File: src/rtl/fsup_pkg.sv
package fsup_pkg;
  localparam int NUM_IN   = 4;
  localparam int IDX_WARN = 0;
  localparam int IDX_SHUT = 1;
  localparam int IDX_OV   = 2;
  localparam int IDX_UV   = 3;

  typedef struct packed {
    logic warn_flag;
    logic supply_flag;
    logic drv_off;
    logic reg_off;
    logic lin_off;
    logic rst_req_n;
  } ctl_t;

  localparam ctl_t CTL_IDLE = '{warn_flag: 1'b0, supply_flag: 1'b0, drv_off: 1'b0,
                                reg_off: 1'b0, lin_off: 1'b0, rst_req_n: 1'b1};

  // Fault policy: maps filtered comparator flags to control outputs.
  function automatic ctl_t fault_policy_f(input logic [NUM_IN-1:0] flt);
    ctl_t c;
    logic supply_bad;
    supply_bad    = flt[IDX_OV] | flt[IDX_UV];
    c.warn_flag   = flt[IDX_WARN];
    c.supply_flag = supply_bad;
    c.drv_off     = flt[IDX_SHUT] | supply_bad;
    c.reg_off     = flt[IDX_SHUT];
    c.lin_off     = flt[IDX_SHUT];
    c.rst_req_n   = ~flt[IDX_SHUT];
    return c;
  endfunction

  // Edges from first input sample to an output change.
  function automatic int unsigned reaction_edges(input int unsigned sync_n,
                                                 input int unsigned filt_n);
    return sync_n + filt_n + 1;
  endfunction
endpackage

File: src/rtl/fsup_sync_filter.sv
module fsup_sync_filter #(
  parameter int SYNC_STAGES = 2,
  parameter int FILT_LEN    = 4
) (
  input  logic clk,
  input  logic rst_n,
  input  logic raw_i,
  output logic sync_o,
  output logic filt_o
);
  localparam int CW = $clog2(FILT_LEN) + 1;
  localparam logic [CW-1:0] CNT_LAST = CW'(FILT_LEN - 1);

  logic [SYNC_STAGES-1:0] chain_q;
  logic [CW-1:0]          run_q;
  logic                   state_q;

  always_ff @(posedge clk or negedge rst_n) begin
    if (!rst_n) chain_q <= '0;
    else        chain_q <= {chain_q[SYNC_STAGES-2:0], raw_i};
  end

  assign sync_o = chain_q[SYNC_STAGES-1];

  // Accept a new level only after FILT_LEN consecutive disagreeing samples.
  always_ff @(posedge clk or negedge rst_n) begin
    if (!rst_n) begin
      run_q   <= '0;
      state_q <= 1'b0;
    end else if (sync_o != state_q) begin
      if (run_q == CNT_LAST) begin
        state_q <= sync_o;
        run_q   <= '0;
      end else begin
        run_q <= run_q + 1'b1;
      end
    end else begin
      run_q <= '0;
    end
  end

  assign filt_o = state_q;
endmodule

File: src/rtl/fsup_policy.sv
module fsup_policy
  import fsup_pkg::*;
(
  input  logic              clk,
  input  logic              rst_n,
  input  logic [NUM_IN-1:0] flt_i,
  output ctl_t              ctl_o
);
  ctl_t ctl_q;

  always_ff @(posedge clk or negedge rst_n) begin
    if (!rst_n) ctl_q <= CTL_IDLE;
    else        ctl_q <= fault_policy_f(flt_i);
  end

  assign ctl_o = ctl_q;
endmodule

File: src/rtl/fault_supervisor.sv
module fault_supervisor
  import fsup_pkg::*;
#(
  parameter int SYNC_STAGES = 2,
  parameter int FILT_LEN    = 4
) (
  input  logic clk,
  input  logic rst_n,
  input  logic ot_warn_i,
  input  logic ot_shut_i,
  input  logic bat_ov_i,
  input  logic bat_uv_i,
  output logic thermal_warn_o,
  output logic supply_fault_o,
  output logic gate_drv_off_o,
  output logic vreg_off_o,
  output logic lin_off_o,
  output logic mcu_reset_n_o
);
  logic [NUM_IN-1:0] raw_vec;
  logic [NUM_IN-1:0] sync_vec;
  logic [NUM_IN-1:0] filt_vec;
  ctl_t              ctl;

  assign raw_vec[IDX_WARN] = ot_warn_i;
  assign raw_vec[IDX_SHUT] = ot_shut_i;
  assign raw_vec[IDX_OV]   = bat_ov_i;
  assign raw_vec[IDX_UV]   = bat_uv_i;

  for (genvar g = 0; g < NUM_IN; g++) begin : g_in
    fsup_sync_filter #(
      .SYNC_STAGES(SYNC_STAGES),
      .FILT_LEN   (FILT_LEN)
    ) u_flt (
      .clk   (clk),
      .rst_n (rst_n),
      .raw_i (raw_vec[g]),
      .sync_o(sync_vec[g]),
      .filt_o(filt_vec[g])
    );
  end

  fsup_policy u_pol (
    .clk  (clk),
    .rst_n(rst_n),
    .flt_i(filt_vec),
    .ctl_o(ctl)
  );

  assign thermal_warn_o = ctl.warn_flag;
  assign supply_fault_o = ctl.supply_flag;
  assign gate_drv_off_o = ctl.drv_off;
  assign vreg_off_o     = ctl.reg_off;
  assign lin_off_o      = ctl.lin_off;
  assign mcu_reset_n_o  = ctl.rst_req_n;
endmodule

File: config.mk
export PLATFORM = sky130hd
export DESIGN_NAME = fault_supervisor
export DESIGN_NICKNAME = d
export VERILOG_FILES = /design/src/rtl/fsup_pkg.sv /design/src/rtl/fsup_sync_filter.sv /design/src/rtl/fsup_policy.sv /design/src/rtl/fault_supervisor.sv
export SDC_FILE = /design/constraint.sdc
export NUM_CORES = 1
export LEC_CHECK = 0
export BUFFER_PORTS_ARGS = -buffer_cell sky130_fd_sc_hd__buf_4
export CORE_MARGIN = 5
export CORE_UTILIZATION = 49
export CTS_CLUSTER_SIZE = 16
export DETAILED_ROUTE_END_ITERATION = 10
export PLACE_DENSITY = 0.79
export SYNTH_ARGS = -nofsm -noshare
export SYNTH_HDL_FRONTEND = slang
export SYNTH_HIERARCHICAL = 1
export SYNTH_SLANG_ARGS = --single-unit
File: constraint.sdc
create_clock -name clk -period 1.05 [get_ports clk]
set_input_delay 0.105 -clock clk [delete_from_list [all_inputs] [get_ports clk]]
set_output_delay 0.105 -clock clk [all_outputs]
set_load 0.05 [all_outputs]
# ---- Word level (Yosys, flattened, before mapping)
# Index checks and enable logic that the tools add are counted.
dict set report classes {
  add_sub_neg 4
  n_eq_ne 8
  mux 8
  bitwise_logic 3
  reduce_logical 4
}
# operator count
set op_table {}
lappend op_table {{3-bit 2-to-1 mux} 8}
lappend op_table {{3-bit by 1-bit adder with 3-bit output (second input constant)} 4}
lappend op_table {{3-bit by 2-bit equality test with 1-bit output (second input constant)} 4}
lappend op_table {{2-bit AND reduction} 4}
lappend op_table {{1-bit inequality test} 4}
lappend op_table {{1-bit OR} 2}
lappend op_table {{1-bit NOT} 1}
dict set report word_totals {
  ff_bits 29
  wordCells 44
}

# ---- Longest topological paths before layout
dict set report depth {
  depth_word 3
  depth_mapped 3
}

# ---- Cells and area by module
# Netlist, hierarchy kept.
# module n_inst cells_each area_per_inst_um2 seq_area_each_um2
set by_module_without_submodules {}
lappend by_module_without_submodules {fsup_sync_filter 4 13 216.5 150.1}
lappend by_module_without_submodules {fsup_policy 1 9 150.1 126.4}

# ---- Worst setup path before layout
# OpenSTA, ideal clock, no wires.
dict set report synth_path {
  kind {reg-to-reg}
  from {register g_in[0].u_flt.run_q[0]}
  to {register g_in[0].u_flt.state_q}
  setup_ps 125
  arrival_time_ps 951
  slack_ps -26
  stages_incl_launch_ff 4
  path_buffers 0
  period_less_slack_ps 1076
  cell_sequence {dfrtp_1 -> ha_1 -> nor2b_4 -> mux2_2}
}
dict set report synth_between {
  elab_chain_cells 2
}
# element line_no
set synth_lines {}
lappend synth_lines {{from (decl)} fsup_sync_filter.sv:15} ;# logic [CW-1:0] run_q;
lappend synth_lines {{from (signal assigned)} fsup_sync_filter.sv:35} ;# run_q <= run_q + 1'b1;
lappend synth_lines {{3-bit by 2-bit equality test with 1-bit output} fsup_sync_filter.sv:31} ;# if (run_q == CNT_LAST) begin
lappend synth_lines {{2-bit AND reduction (no line)} -}
lappend synth_lines {{to (signal assigned)} fsup_sync_filter.sv:32} ;# state_q <= sync_o;
lappend synth_lines {{to (decl)} fsup_sync_filter.sv:16} ;# logic state_q;
# Every way passes these cells.
# A chain may end at the register's enable or synchronous reset.

# ---- Worst setup path in the final report
dict set report layout_path {
  from {register g_in[3].u_flt.run_q[0]}
  to {register g_in[3].u_flt.state_q}
}
dict set report layout_between {
  elab_chain_cells 2
}
# element line_no
set layout_lines {}
lappend layout_lines {{from (decl)} fsup_sync_filter.sv:15}
lappend layout_lines {{from (signal assigned)} fsup_sync_filter.sv:35}
lappend layout_lines {{3-bit by 2-bit equality test with 1-bit output} fsup_sync_filter.sv:31}
lappend layout_lines {{2-bit AND reduction (no line)} -}
lappend layout_lines {{to (signal assigned)} fsup_sync_filter.sv:32}
lappend layout_lines {{to (decl)} fsup_sync_filter.sv:16}
# Every way passes these cells.

==> results_dict.tcl <==
set metrics [dict create \
    crit_path_cell_trace "ha_2 -> nor2b_4 -> mux2_4" \
    dpl_cell_area_sq_um 1190 \
    p_clk_share_pct 15.2 \
    outcome "finished, violations left" \
    finalSetupViolations 7 \
    p_leak_nw 0.652 \
    ir_drop_uv 1560 \
    yosys_register_bits 29 \
    place_congestion 0.669 \
    combPwrFrac_pct 42.3 \
    n_antenna_cell 0 \
    cap_violations 0 \
    finish.instance_area_sq_um 1410 \
    drtIter0Drc 2 \
    ys_warn_count 6 \
    end_kind "register" \
    die_h_microns 55.5 \
    cts.clk_slew.worst_paths_ps 80 \
    fin_skew_ps 5.96 \
    drtPass1Iterations 4 \
    insertion_delay_ps 310 \
    initial_utilization_pct 51.8 \
    ctsHtreeMaxLevel 2 \
    power_mw 3.90 \
    critPathKind "register to register" \
    multiInputGateArea_sq_um 364 \
    dieArea_sq_um 3080 \
    vias_per_cell 4.66 \
    grt_pass1_wl_microns 2770 \
    wl_microns 1700 \
    syn_area_sq_um 1020 \
    layout_common_cells "dfrtp_1 (28), buf_4 (18), clkbuf_4 (5), dlygate4sd3_1 (5)" \
    ioPinCount 12 \
    coreArea_sq_um 1960 \
    die_width_microns 55.5 \
    p_sw_mw 1.38 \
    syn_area_per_cell_sq_um 16.7 \
    power.density_nw_per_um2 2770 \
    seq_power_share_pct 42.5 \
    clock.fmax_ghz 0.880 \
    clock-sinks 29 \
    hold_path.class "input pin to async pin" \
    worstPathRequired_ps 1240 \
    num_rows 16 \
    critPathMaxStageDelay_ps 370 \
    ant_nets 0 \
    arrival_ps 1330 \
    tns_ps -372 \
    intPower_mw 2.52 \
    cp-start-kind "register" \
    grt_use_total_pct 11.8 \
    antenna_found_initial 0 \
    ys_types 12 \
    root_buffer "clkbuf_4" \
    fillers 135 \
    slew_viol_final 0 \
    tritoncts "yes" \
    syn2layout_area_growth_pct 38.9 \
    drive_above_1_share_pct 53.7 \
    finish.net_count 104 \
    violations "negative setup slack" \
    swShare_pct 35.5 \
    utilization_pct 71.9 \
    rsz0062_at_grt "yes" \
    period_share_pct 108 \
    numPortBuffers 11 \
    seqCellArea_sq_um 727 \
    layout_commonest_cell "dfrtp_1" \
    num_vias 568 \
    grt_max_degree 30 \
    drt_drc_violations_left 0 \
    syn_inst 61 \
    dpl.cell_count 104 \
    pre_cts_slack_ps -82.8 \
    overflow 0 \
    finalHoldViolations 0 \
    whs_ps 239 \
    yosysSeqAreaShare_pct 71.6 \
    routedWlPerCell_microns 13.9 \
    path_max_fanout 2 \
    cpMaxStageDelayCell "dfrtp_1" \
    grt_pass1_vias 622 \
    worstMarginPinSlew_ps 375 \
    hpwl_microns 1110 \
    synth_nets 71 \
    relSlewSlack_pct 74.8 \
    clockBufferDepth 2 \
    cts_buffers 5 \
    final_cells 122 \
    finalCriticalPeriod_ps 1140 \
    worst_slack_ps -85.8 \
]
[logic make-up after synthesis]
group | count (synthesis) | share of synthesized area (%)
flops | 29 | 71.6
xor+xnor | 4 | 3.45
simple gates | 18 | 14.5
buf+inv | 2 | 1.11
fa+ha+maj | 4 | 4.93
mux | 4 | 4.43
[critical path, delay by kind of cell, from the launching register on]
family	cells	cell delay, ps
adders and majority gates	1	190
and+or+nand+nor	1	170
DFF	1	370
muxes	1	300
[final cells by class]
cell class                      count  share of cell area (%)
Multi-Input combinational cell     30                    25.8
Clock buffer                        8                    3.46
Inverter                            1                   0.266
Tap cell                           27                    2.39
Timing Repair Buffer               27                    16.6
Sequential cell                    29                    51.5
[path summary, 6_finish.rpt]
kind	to	cells after the start	from	slack [ps]
worst max-delay path	g_in[3].u_flt/filt_o$_DFFE_PN0P_	3	g_in[3].u_flt/run_q[0]$_DFF_PN0_	-90
worst min-delay path	g_in[1].u_flt/run_q[2]$_DFF_PN0_	2	rst_n	240
worst max register to register	g_in[3].u_flt/filt_o$_DFFE_PN0P_	3	g_in[3].u_flt/run_q[0]$_DFF_PN0_	-90
worst min register to register	g_in[2].u_flt/chain_q[1]$_DFF_PN0_	0	g_in[2].u_flt/chain_q[0]$_DFF_PN0_	350
max in group asynchronous	u_pol/ctl_o[0]$_DFF_PN1_	2	rst_n	510
min in group clk	g_in[2].u_flt/chain_q[1]$_DFF_PN0_	0	g_in[2].u_flt/chain_q[0]$_DFF_PN0_	350
[flip-flops by register name (all words and copies together) (netlist names)]
register,cells
u_pol/ctl_o,5
g_in.u_flt/chain_q,8
g_in.u_flt/run_q,12
g_in.u_flt/filt_o,4
[synth_stat cells]
cell     number  area [sq um]
nor3b_1       8          60.1
dfrtp_1      28           701
or2_2         1          6.26
mux2_2        4          45.0
nor3_1        4          20.0
buf_4         1          7.51
nor2b_4       4          55.1
xnor2_1       4          35.0
ha_1          4          50.1
inv_1         1          3.75
dfstp_2       1          26.3
or3_1         1          6.26
[what timing repair did]
item | CTS | global route
hold endpoints to repair | 33 | 0
endpoints found under the setup margin | 13 | 15
setup buffers | 1 | 4
resized for setup | 10 | 6
pin swaps | 3 | 4
hold buffers | 5 | 0
[routing by layer]
layer,wire length [microns],global-route usage [%],vias to the layer above
met3,102,6.06,2
met2,937,21.1,13
met5,0,0,-
met4,12,4.17,0
met1,649,11.6,285
li1,-,-,268
[power by group through the flow]
stage	sequential, mW	combinational, mW	clock (mW)
3_5_place_dp	1.66	1.30	0
6_report	1.66	1.65	0.593
4_1_cts	1.65	1.44	0.611
3_3_place_gp	1.63	1.24	0
5_1_grt	1.69	1.76	0.674
2_1_floorplan	1.95	0.604	0
Power figures use the tool's default switching activity.
